`src/rtl/nor_cmd_pkg.sv`:
```
// Package: shared read-mode type, command opcodes and status word layout
// for the flash command front end. Assumes one-byte opcodes.
package nor_cmd_pkg;

    typedef enum logic [1:0] {
        RM_ARRAY  = 2'd0,
        RM_IDENT  = 2'd1,
        RM_QUERY  = 2'd2,
        RM_STATUS = 2'd3
    } rd_mode_e;

    localparam logic [7:0] OP_ARRAY  = 8'hFF;
    localparam logic [7:0] OP_IDENT  = 8'h90;
    localparam logic [7:0] OP_QUERY  = 8'h98;
    localparam logic [7:0] OP_STATUS = 8'h70;
    localparam logic [7:0] OP_CLEAR  = 8'h50;

    localparam int NUM_FLAGS = 4;
    localparam int FLG_LOCK  = 0;
    localparam int FLG_VPP   = 1;
    localparam int FLG_PROG  = 2;
    localparam int FLG_ERASE = 3;

    // Build the 16-bit status word from the sticky flags; ready reads as 1.
    function automatic logic [15:0] status_word(input logic [NUM_FLAGS-1:0] f);
        logic [15:0] w;
        w     = '0;
        w[7]  = 1'b1;
        w[5]  = f[FLG_ERASE];
        w[4]  = f[FLG_PROG];
        w[3]  = f[FLG_VPP];
        w[1]  = f[FLG_LOCK];
        return w;
    endfunction

endpackage

```
`src/rtl/nor_bus_sampler.sv`:
```
// Module: registers the host bus pins once and derives the command strobe
// and read-start event. Assumes the host pins are synchronous to clk or
// slow enough that one register stage is sufficient.
module nor_bus_sampler #(
    parameter int ADDR_W = 22
) (
    input  logic              clk,
    input  logic              rst_n,
    input  logic              ce_n,
    input  logic              oe_n,
    input  logic              we_n,
    input  logic              rp_n,
    input  logic [ADDR_W-1:0] addr,
    input  logic [7:0]        din,
    output logic [ADDR_W-1:0] s_addr,
    output logic [7:0]        s_din,
    output logic              rp_ok,
    output logic              cmd_stb,
    output logic              rd_now,
    output logic              rd_start
);

    logic s_ce_n, s_oe_n, s_we_n, s_rp_n;
    logic we_prev, rd_prev;

    // Sample every bus pin; idle values are the inactive levels.
    always_ff @(posedge clk) begin
        if (!rst_n) begin
            s_ce_n  <= 1'b1;
            s_oe_n  <= 1'b1;
            s_we_n  <= 1'b1;
            s_rp_n  <= 1'b1;
            s_addr  <= '0;
            s_din   <= '0;
            we_prev <= 1'b1;
            rd_prev <= 1'b0;
        end else begin
            s_ce_n  <= ce_n;
            s_oe_n  <= oe_n;
            s_we_n  <= we_n;
            s_rp_n  <= rp_n;
            s_addr  <= addr;
            s_din   <= din;
            we_prev <= s_we_n;
            rd_prev <= rd_now;
        end
    end

    // Decode write strobe and read window from the sampled pins.
    always_comb begin
        rp_ok    = s_rp_n;
        cmd_stb  = s_we_n && !we_prev && !s_ce_n && s_rp_n;
        rd_now   = !s_ce_n && !s_oe_n && s_we_n && s_rp_n;
        rd_start = rd_now && !rd_prev;
    end

    // A read start is a single-cycle event.
    p_start_pulse_r9: assert property (@(posedge clk) disable iff (!rst_n)
        rd_start |=> !rd_start);

endmodule

```
`src/rtl/nor_mode_fsm.sv`:
```
// Module: read-mode state machine. Decodes command bytes on the strobe,
// applies the bank-zero rule for identifier and query entry and the
// identifier-mode lock, and issues the flag clear pulse.
module nor_mode_fsm
    import nor_cmd_pkg::*;
#(
    parameter int BANK_W = 2
) (
    input  logic              clk,
    input  logic              rst_n,
    input  logic              rp_ok,
    input  logic              cmd_stb,
    input  logic [7:0]        code,
    input  logic [BANK_W-1:0] bank,
    output rd_mode_e          mode,
    output logic              clr_stb
);

    rd_mode_e mode_q, mode_d;
    logic     bank0;

    // Next mode and clear pulse from the current command.
    always_comb begin
        bank0   = (bank == '0);
        mode_d  = mode_q;
        clr_stb = 1'b0;
        if (!rp_ok) begin
            mode_d = RM_ARRAY;
        end else if (cmd_stb) begin
            if (mode_q == RM_IDENT) begin
                if (code == OP_ARRAY && bank0) mode_d = RM_ARRAY;
            end else begin
                unique case (code)
                    OP_ARRAY:  mode_d = RM_ARRAY;
                    OP_STATUS: mode_d = RM_STATUS;
                    OP_CLEAR: begin
                        mode_d  = RM_ARRAY;
                        clr_stb = 1'b1;
                    end
                    OP_IDENT:  if (bank0) mode_d = RM_IDENT;
                    OP_QUERY:  if (bank0) mode_d = RM_QUERY;
                    default:   mode_d = mode_q;
                endcase
            end
        end
    end

    // Mode register; power-up state is read-array.
    always_ff @(posedge clk) begin
        if (!rst_n) mode_q <= RM_ARRAY;
        else        mode_q <= mode_d;
    end

    assign mode = mode_q;

    p_reset_array_r1: assert property (@(posedge clk)
        !rst_n |=> mode_q == RM_ARRAY);

    p_ident_lock_r10: assert property (@(posedge clk) disable iff (!rst_n)
        (mode_q == RM_IDENT && rp_ok && !(cmd_stb && code == OP_ARRAY && bank == '0))
        |=> mode_q == RM_IDENT);

    p_clear_array_r6: assert property (@(posedge clk) disable iff (!rst_n)
        (clr_stb) |=> mode_q == RM_ARRAY);

    p_rp_array_r12: assert property (@(posedge clk) disable iff (!rst_n)
        !rp_ok |=> mode_q == RM_ARRAY);

endmodule

```
`src/rtl/nor_status_flags.sv`:
```
// Module: sticky status flags. Event pulses set flags; only the clear
// pulse resets them, and a set in the same cycle as a clear wins.
module nor_status_flags
    import nor_cmd_pkg::*;
(
    input  logic                 clk,
    input  logic                 rst_n,
    input  logic                 clr,
    input  logic [NUM_FLAGS-1:0] evt,
    output logic [NUM_FLAGS-1:0] flags
);

    logic [NUM_FLAGS-1:0] flags_q;

    // Clear first, then OR in the new events.
    always_ff @(posedge clk) begin
        if (!rst_n) flags_q <= '0;
        else        flags_q <= (clr ? '0 : flags_q) | evt;
    end

    assign flags = flags_q;

    p_no_hw_clear_r7: assert property (@(posedge clk) disable iff (!rst_n)
        !clr |=> ((flags_q & $past(flags_q)) == $past(flags_q)));

    p_evt_sets_r7: assert property (@(posedge clk) disable iff (!rst_n)
        (|evt) |=> ((flags_q & $past(evt)) == $past(evt)));

endmodule

```
`src/rtl/nor_read_path.sv`:
```
// Module: read data path. Captures address and mode at the read start,
// drives the table addresses, and loads the output word one cycle later.
// The output is held for the rest of the read.
module nor_read_path
    import nor_cmd_pkg::*;
#(
    parameter int ADDR_W = 22,
    parameter int ID_AW  = 4,
    parameter int QRY_AW = 6
) (
    input  logic                 clk,
    input  logic                 rst_n,
    input  logic                 rd_now,
    input  logic                 rd_start,
    input  logic [ADDR_W-1:0]    s_addr,
    input  rd_mode_e             mode,
    input  logic [NUM_FLAGS-1:0] flags,
    output logic [ADDR_W-1:0]    arr_addr,
    input  logic [15:0]          arr_data,
    output logic [ID_AW-1:0]     id_addr,
    input  logic [15:0]          id_data,
    output logic [QRY_AW-1:0]    qry_addr,
    input  logic [15:0]          qry_data,
    output logic [15:0]          dout,
    output logic                 dq_oe
);

    logic [ADDR_W-1:0] lat_addr;
    rd_mode_e          lat_mode;
    logic              lat_pend;
    logic [15:0]       rd_word;

    // Capture address and mode at the later enable fall.
    always_ff @(posedge clk) begin
        if (!rst_n) begin
            lat_addr <= '0;
            lat_mode <= RM_ARRAY;
            lat_pend <= 1'b0;
        end else begin
            lat_pend <= rd_start;
            if (rd_start) begin
                lat_addr <= s_addr;
                lat_mode <= mode;
            end
        end
    end

    // Table addresses follow the captured address.
    always_comb begin
        arr_addr = lat_addr;
        id_addr  = lat_addr[ID_AW-1:0];
        qry_addr = lat_addr[QRY_AW-1:0];
    end

    // Select the word for the captured mode.
    always_comb begin
        unique case (lat_mode)
            RM_IDENT:  rd_word = id_data;
            RM_QUERY:  rd_word = qry_data;
            RM_STATUS: rd_word = status_word(flags);
            default:   rd_word = arr_data;
        endcase
    end

    // Load the output word once per read and drive while the read lasts.
    always_ff @(posedge clk) begin
        if (!rst_n) begin
            dout  <= '0;
            dq_oe <= 1'b0;
        end else begin
            if (lat_pend) dout <= rd_word;
            if (!rd_now)       dq_oe <= 1'b0;
            else if (lat_pend) dq_oe <= 1'b1;
        end
    end

    p_oe_needs_read_r8: assert property (@(posedge clk) disable iff (!rst_n)
        !rd_now |=> !dq_oe);

    p_hold_stable_r9: assert property (@(posedge clk) disable iff (!rst_n)
        (dq_oe && rd_now) |=> (!dq_oe || $stable(dout)));

endmodule

```
`src/rtl/nor_cmd_frontend.sv`:
```
// Module: top of the flash command front end. Joins the bus sampler, the
// mode state machine, the sticky flags and the read path. Assumes the bank
// field is the top BANK_W address bits and the tables are read
// combinationally.
module nor_cmd_frontend
    import nor_cmd_pkg::*;
#(
    parameter int ADDR_W = 22,
    parameter int BANK_W = 2,
    parameter int ID_AW  = 4,
    parameter int QRY_AW = 6
) (
    input  logic              clk,
    input  logic              rst_n,
    input  logic              bus_ce_n,
    input  logic              bus_oe_n,
    input  logic              bus_we_n,
    input  logic              bus_rp_n,
    input  logic [ADDR_W-1:0] bus_addr,
    input  logic [7:0]        bus_din,
    output logic [15:0]       bus_dout,
    output logic              bus_dq_oe,
    output logic [ADDR_W-1:0] arr_addr,
    input  logic [15:0]       arr_data,
    output logic [ID_AW-1:0]  id_addr,
    input  logic [15:0]       id_data,
    output logic [QRY_AW-1:0] qry_addr,
    input  logic [15:0]       qry_data,
    input  logic              evt_lock,
    input  logic              evt_vpp,
    input  logic              evt_prog,
    input  logic              evt_erase
);

    localparam int BANK_LSB = ADDR_W - BANK_W;

    logic [ADDR_W-1:0]    s_addr;
    logic [7:0]           s_din;
    logic                 rp_ok, cmd_stb, rd_now, rd_start, clr_stb;
    rd_mode_e             mode;
    logic [NUM_FLAGS-1:0] evt, flags;

    // Pack the event pulses by flag index.
    always_comb begin
        evt            = '0;
        evt[FLG_LOCK]  = evt_lock;
        evt[FLG_VPP]   = evt_vpp;
        evt[FLG_PROG]  = evt_prog;
        evt[FLG_ERASE] = evt_erase;
    end

    nor_bus_sampler #(.ADDR_W(ADDR_W)) u_bus (
        .clk(clk), .rst_n(rst_n),
        .ce_n(bus_ce_n), .oe_n(bus_oe_n), .we_n(bus_we_n), .rp_n(bus_rp_n),
        .addr(bus_addr), .din(bus_din),
        .s_addr(s_addr), .s_din(s_din), .rp_ok(rp_ok),
        .cmd_stb(cmd_stb), .rd_now(rd_now), .rd_start(rd_start)
    );

    nor_mode_fsm #(.BANK_W(BANK_W)) u_fsm (
        .clk(clk), .rst_n(rst_n), .rp_ok(rp_ok), .cmd_stb(cmd_stb),
        .code(s_din), .bank(s_addr[ADDR_W-1:BANK_LSB]),
        .mode(mode), .clr_stb(clr_stb)
    );

    nor_status_flags u_flags (
        .clk(clk), .rst_n(rst_n), .clr(clr_stb), .evt(evt), .flags(flags)
    );

    nor_read_path #(.ADDR_W(ADDR_W), .ID_AW(ID_AW), .QRY_AW(QRY_AW)) u_rd (
        .clk(clk), .rst_n(rst_n), .rd_now(rd_now), .rd_start(rd_start),
        .s_addr(s_addr), .mode(mode), .flags(flags),
        .arr_addr(arr_addr), .arr_data(arr_data),
        .id_addr(id_addr), .id_data(id_data),
        .qry_addr(qry_addr), .qry_data(qry_data),
        .dout(bus_dout), .dq_oe(bus_dq_oe)
    );

    p_reset_outputs_r1: assert property (@(posedge clk)
        !rst_n |=> (!bus_dq_oe && bus_dout == 16'h0000));

endmodule

```
`config.mk`:
```
export PLATFORM = sky130hd
export DESIGN_NAME = nor_cmd_frontend
export DESIGN_NICKNAME = d
export VERILOG_FILES = /design/src/rtl/nor_cmd_pkg.sv /design/src/rtl/nor_bus_sampler.sv /design/src/rtl/nor_mode_fsm.sv /design/src/rtl/nor_status_flags.sv /design/src/rtl/nor_read_path.sv /design/src/rtl/nor_cmd_frontend.sv
export SDC_FILE = /design/constraint.sdc
export NUM_CORES = 1
export LEC_CHECK = 0
export BUFFER_PORTS_ARGS = -buffer_cell sky130_fd_sc_hd__buf_2
export CAP_MARGIN = 10
export CORE_UTILIZATION = 51
export CTS_BUF_LIST = sky130_fd_sc_hd__clkbuf_16
export CTS_CLUSTER_DIAMETER = 60
export DETAILED_ROUTE_END_ITERATION = 8
export PLACE_DENSITY = 0.84
export SYNTH_ARGS = -nofsm -noshare
export SYNTH_HDL_FRONTEND = slang
export SYNTH_HIERARCHICAL = 1
export SYNTH_SLANG_ARGS = --single-unit
```
`constraint.sdc`:
```
create_clock -name clk -period 5.29 [get_ports clk]
set_input_delay 1.058 -clock clk [delete_from_list [all_inputs] [get_ports clk]]
set_output_delay 1.058 -clock clk [all_outputs]
set_load 0.1 [all_outputs]
```
======== After elaboration in Yosys (flattened, before gate mapping) ========
Cells that the tools add are included.
Widths: inputs -> output; s select.
storage, ports and cells
  output and inout bits ................... 49
  input port bits ......................... 88
  flip-flop bits (word level) ............. 84
  logic and storage cells ................. 57
operators by class
  mux-type cells .......................... 11
  equality and inequality tests ........... 12
  bitwise logic cells ..................... 1
  reductions and logical operators ........ 18
operator list
  cell                number
  $pmux 16 s3         1
  $eq 8x8->1 const B  3
  $eq 8x7->1 const B  2
  $logic_and 1x1->1   8
  $mux 2              4
  $pmux 2 s4          1
  $ne 3x1->1 const B  2
  $reduce_and 5->1    1
  $reduce_bool 5->1   1
  $eq 2x1->1 const B  2
  $eq 2x2->1 const B  2
  $logic_not 1->1     4
  $mux 1              4
  $mux 4              1
  $or 4x4->4          1
  $reduce_and 2->1    2
  $logic_not 2->1     1
  $ne 2x2->1 const B  1
  $reduce_or 2->1     1

======== Logic depth before layout (Yosys ltp) ========
  depth after elaboration ................. 8
  depth in mapped cells ................... 6
  depth with buffers taken out ............ 5

======== Modules after synthesis ========
The synthesis kept the hierarchy.
modules (own cells, without submodules)
  module            instances  sequential area each (um2)  area an instance (um2)  cells an instance
  nor_read_path     1          840.8                       1875.5                  178
  nor_bus_sampler   1          720.7                       994.7                   79
  nor_mode_fsm      1          40.0                        271.5                   31
  nor_status_flags  1          80.1                        135.1                   12

======== Worst setup path before layout ========
OpenSTA, ideal clock, no wires.
  path type ............................... register to output
  from .................................... register u_rd.lat_addr[0], in the netlist u_rd/arr_addr[0]
  to ...................................... output port id_addr[0]
  required time ........................... 4.232 ns
  cell stages (with the launch flop) ...... 2
  data arrival time ....................... 1.391 ns
  path slack .............................. 2.841 ns
  cell sequence ........................... dfxtp_1 > buf_4
RTL lines
  element                   line                    text
  start: declaration        nor_read_path.sv:28     logic [ADDR_W-1:0] lat_addr;
  start signal: assignment  nor_read_path.sv:42     lat_addr <= s_addr;
  end: declaration          nor_cmd_frontend.sv:25  output logic [ID_AW-1:0] id_addr,
No word-level cell between the ends.

======== Worst setup path in the final report ========
  from .................................... input port rst_n
  to ...................................... register u_fsm.mode_q[0], in the netlist u_fsm/mode[0]
on the way
  word-level cells in the longest chain between the ends .. 1
RTL lines
  element                            line                    text
  start: declaration                 nor_cmd_frontend.sv:14  input logic rst_n,
  $reduce_and 2->1 (no source line)  -
  end signal: assignment             nor_mode_fsm.sv:51      else mode_q <= mode_d;
  end: declaration                   nor_mode_fsm.sv:19      rd_mode_e mode_q, mode_d;
Every way passes these cells.
A chain may end at the register's enable or synchronous reset.

==> metrics <==
status finished clean; post-cts resize count 0; synth unique cells 46; DRC violations left 0; Skew-Pair Late Insertion Delay 0.32 ns; met3 Use GR 0.05495; Hold Violations, Final 0; sequential fraction of the synthesis area 0.5132; cts bufs inserted 9; leakage approximately 1.9 nW; post-place instance area 3914 um^2; post-route ant nets 0; slowest stage cell, crit path or4_1; post-route cell area 4215 um^2; Synth area leaders dfxtp_1, mux2i_1, and2_1, nor2b_1, buf_4; Clk pwr share 0.441; switch share 0.2247; CP top delay family simple AND/OR/NAND/NOR gates; Reg power frac 0.480; CTS Hold Buffers Added 0; RD Place Congestion 0.9163; Synth top area share 0.5132; drt wl/cell around 13 um; routed wire length 6403 um; net count reported at finish 512; Cell Int Power ~1.1 mW; pwr dens ~330 nW/um^2; # IOs 137; startpoint types input pin; Synth Net Count 388; RSZ-0062 raised after global routing false; Via Count 2492; synthesized instance count 300; CTS tree done; EDFF count, synth 0; CTS max path bufs 2; initial antenna violation count 0; worst min-delay path class flip-flop to flip-flop; Detailed Place HPWL 4731 um; Congestion Overflow GR 0; Setup Viol. Count Final 0; first-pass GRT wire length approximately 10000 um; CTS Root Cell clkbuf_16; f_max 0.4475 GHz; via/cell ratio a little under 5; Mapped Avg Cell Area 10.92 um^2; Netlist Area Pre-Place 3277 um^2; max-cap violations 0; Post-synth top cells dfxtp_1, mux2i_1, and2_1; pin count of the biggest net entering global routing 50; htree depth 3; Worst Path Arrival between 2 and 2.5 ns; Max Clock Skew 0.003935 ns; Critical Path, Cell by Cell buf_2, buf_4, nand3b_1, or4_1, mux2i_1; DRT Pass-1 Iters 4; Initial Util 0.5407; Worst Setup End Kind flip-flop; area leader, netlist dfxtp_1; initial DRC count 73; kind of critical path input pin to flip-flop; # clock sinks 84; Tcrit/Tclk final 0.4224; Seq cells post-synth 84; Synth Flop Type dfxtp_1; slowest cell delay on critical path 0.49 ns; power share of the combinational group 0.079; maximum vdd drop 238.8 uV; width of the chip between 80 and 90 um; Core Area 6061 um^2; synth warn 6; port bufs 136; Die Y between 80 and 90 um; Rel. slew slack 0.3738; CP max FO 49; vias in the first global route 2277; row count 28; Die Area 6749 um^2; setup_tns 0 ns; critical path required time 5.54 ns; Area growth syn-to-layout 28.64%; layout cell share with drive strength beyond 1 0.4196; GRT busiest layer met2; Tmin final 2.235 ns; cell with the most instances after synthesis dfxtp_1; async set-reset flop share out of synthesis 0; met2 Use GR 0.3430; GRT met1 Usage 0.2214; # diodes 0; Slew @ Worst Pin 0.9380 ns; Net Sw Power slightly above 0.3 mW; CP Buf/Inv Count 2; Tot GR Track Use 0.1961; Clock transition at path regs 0.06 ns; postcts setup bufs 0; max-slew violations 0
==> final timing paths <==
| kind | start | end | slack [ns] | cells after the start |
|---|---|---|---|---|
| worst max-delay path | rst_n | u_fsm/mode[0] | 3.06 | 5 |
| worst min-delay path | u_bus/s_we_n | u_bus/we_prev | 0.45 | 1 |
| worst max register to register | u_rd/lat_mode[0] | u_rd/dout[1] | 3.43 | 3 |
| worst min register to register | u_bus/s_we_n | u_bus/we_prev | 0.45 | 1 |
==> worst reg2reg max path: cells and delay by family, from the launching register on <==
kind,cells,cell delay (ns)
DFF,1,0.93
and+or+nand+nor,1,0.06
muxes,2,0.76
==> kinds of logic after synthesis <==
kind of cell	share of synthesized area
buffers and inverters	0.05422
DFF	0.5132
AOI/OAI and AO/OA	0.1000
muxes	0.1554
and+or+nand+nor	0.1772
==> flip-flops by register name, indices dropped and copies added (netlist names), 2 cells and up <==
signal and cells:
u_fsm/mode 2, u_bus/s_addr 22, u_rd/dout 16, u_flags/flags 4
u_rd/arr_addr 22, u_bus/s_din 8, u_rd/lat_mode 2
==> placed cells by master, fill, tap and decap left out, types with 5 or more instances in the layout <==
cell       instances
mux2_2             7
nor2_1            18
mux2i_1           34
clkbuf_16          9
dfxtp_1           84
nor2b_1           16
a22oi_1            7
and2_1            27
or2b_1             5
o21ai_0           11
nand2_1            5
a21oi_1           12
buf_2            136
==> cell type report <==
type	instances	area, um^2
inverters	3	11.26
clock buffers	9	225.2
fillers	487	1846
clock inverters	7	76.32
well taps	75	93.84
repair buffers	139	703.2
flip-flops and latches	84	1682
multi-input cells	187	1424
==> power by group through the flow <==
| stage | clock network (mW) | logic, mW | registers, mW |
|---|---|---|---|
| floorplan | 0 | 0.0469 | 0.695 |
| global placement | 0 | 0.107 | 0.676 |
| detailed placement | 0 | 0.110 | 0.677 |
| CTS | 0.624 | 0.110 | 0.663 |
| global route | 0.654 | 0.118 | 0.665 |
| finish | 0.609 | 0.108 | 0.663 |
==> through the flow <==
step / hold WS, ns / utilization / setup slack, ns / power (mW) / instances
after floorplan: 0.4088 / - / 2.841 / 0.7422 / 300
after CTS: 0.4499 / 0.6955 / 3.024 / 1.396 / 504
after global routing: 0.4777 / 0.6955 / 2.910 / 1.437 / 504
after global placement: 0.4162 / 0.6457 / 2.745 / 0.7832 / 488
final: 0.4484 / 0.6955 / 3.055 / 1.380 / 504
after detailed placement: 0.4327 / 0.6457 / 2.692 / 0.7862 / 488
==> routing by layer <==
metal / vias up / wire length, um
met4: 0 / 71
li1: 1286 / -
met5: - / 0
met3: 6 / 552
met2: 109 / 2970
met1: 1091 / 2808
Power figures use the tool's default switching activity.
